## src/rtl/corr_pkg.sv

```systemverilog
package corr_pkg;
    localparam int unsigned CORR_NTAP = 4;
    localparam int unsigned CORR_DW   = 16;
    localparam int unsigned CORR_AW   = 36;
endpackage

```

## src/rtl/corr_weight_ring.sv

```systemverilog
module corr_weight_ring #(
    parameter int unsigned NTAP = 4,
    parameter int unsigned DW   = 16,
    parameter int unsigned IW   = (NTAP > 1) ? $clog2(NTAP) : 1
) (
    input  logic                      clk,
    input  logic                      rst_n,
    input  logic                      load_en,
    input  logic [IW-1:0]             load_idx,
    input  logic [DW-1:0]             load_data,
    input  logic                      adv,
    output logic [NTAP-1:0][DW-1:0]   w_o,
    output logic [NTAP-1:0]           mark_o
);
    typedef struct packed {
        logic [NTAP-1:0][DW-1:0] w;
        logic [NTAP-1:0]         mark;
    } ring_t;

    ring_t         ring_d, ring_q;
    logic [IW-1:0] slot;

    // coefficient i lands under cell (NTAP - i) mod NTAP, so cell j sees coef[-j] first
    always_comb begin
        slot = (load_idx == '0) ? '0 : IW'(NTAP - int'(load_idx));
    end

    always_comb begin
        ring_d = ring_q;
        if (load_en) begin
            ring_d.mark    = '0;
            ring_d.mark[0] = 1'b1;
            if (int'(load_idx) < int'(NTAP)) begin
                ring_d.w[slot] = load_data;
            end
        end else if (adv) begin
            for (int j = 0; j < int'(NTAP); j++) begin
                ring_d.w[j]    = ring_q.w[(j + int'(NTAP) - 1) % int'(NTAP)];
                ring_d.mark[j] = ring_q.mark[(j + int'(NTAP) - 1) % int'(NTAP)];
            end
        end
    end

    always_ff @(posedge clk or negedge rst_n) begin
        if (!rst_n) begin
            ring_q.w    <= '0;
            ring_q.mark <= NTAP'(1);
        end else begin
            ring_q <= ring_d;
        end
    end

    assign w_o    = ring_q.w;
    assign mark_o = ring_q.mark;

    // an idle cycle leaves the ring untouched
    a_r6_ring_hold: assert property (@(posedge clk) disable iff (!rst_n)
        (!load_en && !adv) |=> ($stable(ring_q.w) && $stable(ring_q.mark)));
endmodule

```

## src/rtl/corr_acc_cell.sv

```systemverilog
module corr_acc_cell #(
    parameter int unsigned DW = 16,
    parameter int unsigned AW = 36
) (
    input  logic                 clk,
    input  logic                 rst_n,
    input  logic                 clr_i,
    input  logic                 step_i,
    input  logic [DW-1:0]        w_i,
    input  logic                 mark_i,
    input  logic [DW-1:0]        x_i,
    output logic signed [AW-1:0] acc_o,
    output logic                 dump_o
);
    localparam int unsigned PW = 2 * DW;

    typedef struct packed {
        logic signed [AW-1:0] acc;
        logic                 primed;
    } cell_t;

    cell_t                cell_d, cell_q;
    logic signed [PW-1:0] prod;
    logic signed [AW-1:0] prod_ext;

    always_comb begin
        prod     = $signed(w_i) * $signed(x_i);
        prod_ext = {{(AW - PW){prod[PW-1]}}, prod};
        cell_d   = cell_q;
        if (clr_i) begin
            cell_d = '0;
        end else if (step_i) begin
            if (mark_i) begin
                cell_d.acc    = prod_ext;
                cell_d.primed = 1'b1;
            end else begin
                cell_d.acc = cell_q.acc + prod_ext;
            end
        end
    end

    always_ff @(posedge clk or negedge rst_n) begin
        if (!rst_n) begin
            cell_q <= '0;
        end else begin
            cell_q <= cell_d;
        end
    end

    assign acc_o  = cell_q.acc;
    assign dump_o = step_i && !clr_i && mark_i && cell_q.primed;

    // a head-marker step always leaves the cell holding a live sum
    a_r5_restart_primed: assert property (@(posedge clk) disable iff (!rst_n)
        (step_i && !clr_i && mark_i) |=> cell_q.primed);
    // a load wipes the partial sum
    a_r2_clear_sum: assert property (@(posedge clk) disable iff (!rst_n)
        clr_i |=> (cell_q.acc == '0 && !cell_q.primed));
endmodule

```

## src/rtl/corr_out_pick.sv

```systemverilog
module corr_out_pick #(
    parameter int unsigned NTAP = 4,
    parameter int unsigned AW   = 36
) (
    input  logic                       clk,
    input  logic                       rst_n,
    input  logic [NTAP-1:0]            dump_i,
    input  logic [NTAP-1:0][AW-1:0]    acc_i,
    output logic                       valid_o,
    output logic [AW-1:0]              data_o
);
    typedef struct packed {
        logic          valid;
        logic [AW-1:0] data;
    } out_t;

    out_t out_d, out_q;

    always_comb begin
        out_d       = out_q;
        out_d.valid = |dump_i;
        for (int j = 0; j < int'(NTAP); j++) begin
            if (dump_i[j]) begin
                out_d.data = acc_i[j];
            end
        end
    end

    always_ff @(posedge clk or negedge rst_n) begin
        if (!rst_n) begin
            out_q <= '0;
        end else begin
            out_q <= out_d;
        end
    end

    assign valid_o = out_q.valid;
    assign data_o  = out_q.data;

    // never two finished sums in one step
    a_r5_single_dump: assert property (@(posedge clk) disable iff (!rst_n)
        $onehot0(dump_i));
endmodule

```

## src/rtl/corr_ring_array.sv

```systemverilog
module corr_ring_array
    import corr_pkg::*;
#(
    parameter int unsigned NTAP = CORR_NTAP,
    parameter int unsigned DW   = CORR_DW,
    parameter int unsigned AW   = CORR_AW,
    localparam int unsigned IW  = (NTAP > 1) ? $clog2(NTAP) : 1
) (
    input  logic          clk,
    input  logic          rst_n,
    input  logic          wt_load,
    input  logic [IW-1:0] wt_idx,
    input  logic [DW-1:0] wt_data,
    input  logic          x_valid,
    input  logic [DW-1:0] x_data,
    output logic          y_valid,
    output logic [AW-1:0] y_data
);
    logic                    step;
    logic [NTAP-1:0][DW-1:0] ring_w;
    logic [NTAP-1:0]         ring_mark;
    logic [NTAP-1:0][AW-1:0] cell_acc;
    logic [NTAP-1:0]         cell_dump;

    assign step = x_valid && !wt_load;

    corr_weight_ring #(.NTAP(NTAP), .DW(DW), .IW(IW)) u_ring (
        .clk       (clk),
        .rst_n     (rst_n),
        .load_en   (wt_load),
        .load_idx  (wt_idx),
        .load_data (wt_data),
        .adv       (step),
        .w_o       (ring_w),
        .mark_o    (ring_mark)
    );

    for (genvar j = 0; j < int'(NTAP); j++) begin : g_cell
        logic signed [AW-1:0] acc_s;
        corr_acc_cell #(.DW(DW), .AW(AW)) u_cell (
            .clk    (clk),
            .rst_n  (rst_n),
            .clr_i  (wt_load),
            .step_i (step),
            .w_i    (ring_w[j]),
            .mark_i (ring_mark[j]),
            .x_i    (x_data),
            .acc_o  (acc_s),
            .dump_o (cell_dump[j])
        );
        assign cell_acc[j] = acc_s;
    end

    corr_out_pick #(.NTAP(NTAP), .AW(AW)) u_out (
        .clk     (clk),
        .rst_n   (rst_n),
        .dump_i  (cell_dump),
        .acc_i   (cell_acc),
        .valid_o (y_valid),
        .data_o  (y_data)
    );

    // a result only follows an accepted sample
    a_r3_out_after_sample: assert property (@(posedge clk) disable iff (!rst_n)
        y_valid |-> $past(x_valid && !wt_load));
    // the cycle after a load is silent
    a_r2_load_quiet: assert property (@(posedge clk) disable iff (!rst_n)
        wt_load |=> !y_valid);
    // a stall cycle emits nothing
    a_r6_stall_quiet: assert property (@(posedge clk) disable iff (!rst_n)
        (!x_valid && !wt_load) |=> !y_valid);
endmodule

```

## config.mk

```make
export PLATFORM = sky130hd
export DESIGN_NAME = corr_ring_array
export DESIGN_NICKNAME = d
export VERILOG_FILES = /design/src/rtl/corr_pkg.sv /design/src/rtl/corr_weight_ring.sv /design/src/rtl/corr_acc_cell.sv /design/src/rtl/corr_out_pick.sv /design/src/rtl/corr_ring_array.sv
export SDC_FILE = /design/constraint.sdc
export NUM_CORES = 2
export LEC_CHECK = 0
export BUFFER_PORTS_ARGS = -buffer_cell sky130_fd_sc_hd__buf_2
export CAP_MARGIN = 20
export CORE_UTILIZATION = 29
export CTS_CLUSTER_DIAMETER = 60
export DETAILED_ROUTE_END_ITERATION = 10
export HOLD_SLACK_MARGIN = 0.05
export PLACE_DENSITY = 0.54
export RECOVER_POWER = 50
export REMOVE_ABC_BUFFERS = 1
export SKIP_LAST_GASP = 1
export SYNTH_ARGS = -nofsm -noshare
export SYNTH_HDL_FRONTEND = slang
export SYNTH_SLANG_ARGS = --single-unit
```

## constraint.sdc

```tcl
create_clock -name clk -period 10.3 [get_ports clk]
set_input_delay 1.03 -clock clk [delete_from_list [all_inputs] [get_ports clk]]
set_output_delay 1.03 -clock clk [all_outputs]
set_load 0.02 [all_outputs]
```

# Word level (Yosys, flattened, before mapping)

Index checks and enable logic that the tools add are counted.

Bits in registers: 253
Output and inout bits: 37
Logic and storage cells: 76

$add $sub $neg: 5
Multiply operators: 4
Order comparisons: 2
Mux-type cells: 26
Reduce and logical (&&, ||, !) cells: 24

Operators with widths:

| kind                                                                         | count |
|---|---|
| 37-bit 2-to-1 mux                                                            | 8 |
| 36-bit 2-to-1 mux                                                            | 8 |
| 36-bit by 32-bit adder with 36-bit output                                    | 4 |
| 68-bit 2-to-1 mux                                                            | 2 |
| 16-bit by 16-bit multiplier with 32-bit output                               | 4 |
| 64-bit bitwise mux                                                           | 1 |
| 16-bit demux with 2-bit select                                               | 1 |
| 16-bit 2-to-1 mux                                                            | 1 |
| 1-bit logical AND                                                            | 11 |
| 2-bit nonzero test                                                           | 5 |
| 2-bit AND reduction                                                          | 4 |
| 1-bit 2-to-1 mux                                                             | 4 |
| 4-bit nonzero test                                                           | 1 |
| 4-bit OR reduction                                                           | 1 |
| 2-bit by 3-bit less-than comparator with 1-bit output, second input constant | 1 |
| 2-bit by 1-bit >= comparator with 1-bit output, second input constant        | 1 |
| 2-bit zero test                                                              | 1 |
| 2-bit 2-to-1 mux                                                             | 1 |
| 1-bit by 2-bit subtractor with 2-bit output, first input constant            | 1 |
| 1-bit zero test                                                              | 1 |

# Longest topological paths before layout

Depth after elaboration: 9
Gate-level depth with buffers: 38

# Modules after synthesis

Synthesis repeated with hierarchy kept, for this count alone.

Cells, all modules: 6709
Area total of the unflattened synthesis: 59833.6 sq um

Modules (own cells, without submodules):

| module                           | times used | cells each | area an instance (sq um) | seq. area each (sq um) |
|---|---|---|---|---|
| corr_acc_cell (g_cell[0].u_cell) | 1          | 1595       | 13746.9                  | 925.9 |
| corr_acc_cell (g_cell[2].u_cell) | 1          | 1554       | 13654.3                  | 925.9 |
| corr_acc_cell (g_cell[1].u_cell) | 1          | 1556       | 13623.1                  | 925.9 |
| corr_acc_cell (g_cell[3].u_cell) | 1          | 1545       | 13476.7                  | 925.9 |
| corr_weight_ring                 | 1          | 250        | 3124.2                   | 1702.9 |
| corr_out_pick                    | 1          | 208        | 2194.6                   | 925.9 |
| corr_ring_array                  | 1          | 1          | 13.8                     | 0.0 |

# Worst setup path before layout

No wires, ideal clock.

Path kind: input to register
From: in x_data[1]
To: reg g_cell[2].u_cell.cell_q (netlist bit g_cell[2].u_cell.acc_o[31])
Setup time: 0.083 ns
Arrival: 8.880 ns
Required time: 10.217 ns
Slack: 1.337 ns
Stages: 34
Buffers on the path: 2
Cells stage by stage: clkbuf_1 clkbuf_1 nand2_1 fa_1 fa_1 fa_1 inv_1 fa_1 fa_1 inv_1 fa_1 inv_1 ha_1 and4_1 and3_1 a21oi_1 a31oi_1 o41ai_1 o22ai_1 o41ai_2 o21ai_0 xor2_1 ha_1 a2111oi_0 inv_1 a211oi_1 o32ai_1 a21oi_1 o31ai_1 a21o_1 a21oi_1 xnor2_1 nor2_1 o21ai_0

Cells in the longest elaborated chain, start to end: 5

RTL lines:

| element                                            | line                  | source |
|---|---|---|
| from (decl)                                        | corr_ring_array.sv:15 | `input logic [DW-1:0] x_data,` |
| 16-bit by 16-bit multiplier with 32-bit output (*) | corr_acc_cell.sv:27   | `prod = $signed(w_i) * $signed(x_i);` |
| 36-bit by 32-bit adder with 36-bit output          | corr_acc_cell.sv:37   | `cell_d.acc = cell_q.acc + prod_ext;` |
| 36-bit 2-to-1 mux (*)                              | corr_acc_cell.sv:33   | `if (mark_i) begin` |
| 37-bit 2-to-1 mux (*)                              | corr_acc_cell.sv:32   | `end else if (step_i) begin` |
| 37-bit 2-to-1 mux (*)                              | corr_acc_cell.sv:30   | `if (clr_i) begin` |
| to (signal assigned)                               | corr_acc_cell.sv:46   | `cell_q <= cell_d;` |
| to (decl)                                          | corr_acc_cell.sv:22   | `cell_t cell_d, cell_q;` |

Every way passes the cells marked *; elsewhere a longest branch is shown, timed or not. The select of a mux whose other input is x is not followed.
A chain may end at the register's enable or synchronous reset.

# Worst setup path in the final report

From: in x_data[5]
To: reg g_cell[0].u_cell.cell_q (netlist bit g_cell[0].u_cell.acc_o[35])

Cells in the longest elaborated chain, start to end: 5

RTL lines:

| element                                            | line |
|---|---|
| 16-bit by 16-bit multiplier with 32-bit output (*) | corr_acc_cell.sv:27 |
| 36-bit by 32-bit adder with 36-bit output          | corr_acc_cell.sv:37 |
| 36-bit 2-to-1 mux (*)                              | corr_acc_cell.sv:33 |
| 37-bit 2-to-1 mux (*)                              | corr_acc_cell.sv:32 |
| 37-bit 2-to-1 mux (*)                              | corr_acc_cell.sv:30 |
| to (signal assigned)                               | corr_acc_cell.sv:46 |
| to (decl)                                          | corr_acc_cell.sv:22 |

Marks and branches as above.

==> results by group <==
Synth
  • Synth Warn #: 0
  • Sequential-to-total area share from yosys stat: 0.107
  • Count leader, synth: inv_1
  • Top FF cell, synth: dfrtp_1
  • Mapped Cells: 6822
  • Netlist area before placement: 59100 um2
  • Post-synth top cells: inv_1, fa_1, nand2_1
  • Post-synth top area cell: fa_1
  • Top cell type's share of synthesized area: 0.356
  • Async set-or-reset flop fraction in the synthesized netlist: 1.00
  • Post-synth EDFFs: 0
  • Main area contributors after synthesis: fa_1, dfrtp_1, ha_1
  • Synth unique cells: 101
  • Avg Inst Size Synth: 8.66 um2
  • Synth Register Bits: 253

Critical path
  • Setup Crit Path Kind: in -> reg
  • Critical Path Fanout Max: 26
  • Crit start category: input pin
  • Largest stage delay on the critical path: 0.58 ns
  • Crit end category: flip-flop
  • Cell mode on critical path: fa_1
  • WP data required: 10.84 ns
  • Slowest cell on crit path: buf_2
  • Critical Path AT: 10.00 ns

STA
  • Period Utilization, post-route: 0.918
  • Max Freq: 0.106 GHz
  • Final Max Slew Viols: 447
  • Final setup fails: 0
  • Setup TNS: 0 ns
  • Worst Tran Pin Value: 4.11 ns
  • Relative slew margins: -1.74
  • Layout Skew: 0.0378 ns
  • RSZ-0062 raised after global routing: no
  • Final Hold Fails: 0
  • Minimum clock period: 9.46 ns
  • Hold slack: 0.498 ns

Clock network
  • CTS H-tree lvls: 2
  • Worst-Skew Late Latency: 0.65 ns
  • Largest buffer count on any clock path: 3
  • CTS resizes: 0
  • Clock sinks: 253
  • CTS root buffer: clkbuf_16
  • Hold buffer count at CTS: 0
  • TritonCTS Buffers: 44
  • Reg clk slew, reported paths: 0.05 ns
  • Setup Fix Bufs, Post-CTS: 0
  • TritonCTS clock tree: yes

Floorplanning
  • Initial Utilization: 0.292
  • Core area: 202000 um2
  • Die X: 453 um
  • IO Count: 75
  • Die area: 206000 um2
  • Row Count: 165
  • Die extent in y: 453 um

Run status
  • Status: finished, violations left
  • Violated checks: capacitance limit, slew limit

Global route
  • Overall global routing resource usage: 0.188
  • First-pass GRT wire length: 296 mm
  • GRT overflow: 0
  • Maximum number of pins on one net before global-route repair: 83
  • Initial antenna violation count: 32
  • Vias in the first global route: 48400

Route
  • Drt drc: 0
  • Antenna Violating Nets Remaining: 0
  • DR vias/cell: 4.98
  • Via count: 46900
  • Final wirelength: 193 mm
  • DRT iter0 DRCs: 3423
  • DR WL/cell: 20.4 um
  • Initial DRT Pass Iterations: 6

Min path
  • Worst Hold Class: reg -> reg

Run
  • Max-cap viol count: 7

Place
  • Placed cell count: 9340
  • DP HPWL: 154 mm
  • Port buffer count: 74
  • GPL Wtd Cong: 0.945

Cells and area
  • Area grow syn2layout: 8.48%
  • Layout cells sized above 1: 0.0517
  • Post-Layout Cell Count: 9427
  • Nets: 8272
-- state kept, by name, summed over array words and instances (netlist names) --
| name | cells |
|---|---|
| u_out.valid_o | 1 |
| g_cell.u_cell.cell_q | 4 |
| g_cell.u_cell.acc_o | 144 |
| u_out.data_o | 36 |
| u_ring.mark_o | 4 |
| u_ring.w_o | 64 |
-- area by class of cell --
type	instances	area, um2
diodes	7	17.5
clock buffers	52	1190
clock inverters	28	303
fillers	21300	138000
inverters	1223	4590
multi-input cells	4970	46800
flip-flops and latches	253	6340
well taps	2672	3340
repair buffers	222	1520
-- stage by stage --
stage / utilization / setup WS [ns] / cell area, um2
after floorplan: - / 1.34 / 57700
after global routing: 0.317 / 0.350 / 64100
after CTS: 0.317 / 0.953 / 64100
after detailed placement: 0.310 / 0.295 / 62600
final: 0.317 / 0.842 / 64100
after global placement: 0.310 / 0.466 / 62600
-- worst max-delay path: cells and delay by family --
kind	cells	cell delay, ns
buf+inv	6	1.24
simple gates	5	0.77
xor+xnor	1	0.43
fa+ha+maj	8	3.62
compound gates	13	2.81
-- path summary, 6_finish.rpt --
| kind | start | to | slack [ns] | cells after the start |
|---|---|---|---|---|
| worst min register to register | g_cell[3].u_cell.cell_q[0]$_DFFE_PN0P_ | g_cell[3].u_cell.cell_q[0]$_DFFE_PN0P_ | 0.50 | 2 |
| worst max register to register | u_ring.w_o[37]$_DFFE_PN0P_ | g_cell[2].u_cell.acc_o[35]$_DFFE_PN0P_ | 0.98 | 34 |
| min in group asynchronous | rst_n | u_out.data_o[17]$_DFFE_PN0P_ | 1.77 | 1 |
| worst max-delay path | x_data[5] | g_cell[0].u_cell.acc_o[35]$_DFFE_PN0P_ | 0.84 | 33 |
| max in group asynchronous | rst_n | u_ring.mark_o[1]$_DFFE_PN0P_ | 2.72 | 2 |
| worst min-delay path | g_cell[3].u_cell.cell_q[0]$_DFFE_PN0P_ | g_cell[3].u_cell.cell_q[0]$_DFFE_PN0P_ | 0.50 | 2 |
-- logic make-up (layout without fill, tap and decap cells) --
kind of cell | after synthesis | count (layout) | share of synthesized area
flops | 253 | 253 | 0.107
buf+inv | 1599 | 1525 | 0.102
fa+ha+maj | 1520 | 1520 | 0.455
other cells | 0 | 7 | 0
xor+xnor | 245 | 245 | 0.0368
mux | 89 | 89 | 0.0152
compound gates | 1164 | 1164 | 0.128
simple gates | 1952 | 1952 | 0.156
-- routing by layer --
metal / up-vias / track usage / part of all wire
met1: 24000 / 0.249 / 0.43
met4: 4 / 0.0640 / 0.036
li1: 21300 / - / -
met2: 1345 / 0.316 / 0.48
met5: - / 0 / 0.00017
met3: 294 / 0.0248 / 0.056
-- layout by cell type (no fill, tap or decap), drive strengths merged, types with 18 or more instances in the layout --
cell / instances
a211oi: 84
a21o: 91
a21oi: 390
a31oi: 27
and2: 494
and3: 19
buf: 208
clkbuf: 66
clkinv: 18
dfrtp: 252
fa: 1052
ha: 468
inv: 1225
mux2i: 84
nand2: 682
nand2b: 60
nand3: 48
nor2: 488
nor2b: 28
nor3: 72
o211ai: 39
o21a: 39
o21ai: 197
o21bai: 64
o22ai: 73
xnor2: 177
xor2: 68
Power is left out: the tool's default activity adds up to more than one toggle a clock period on the data nets, which glitch-free logic cannot reach.
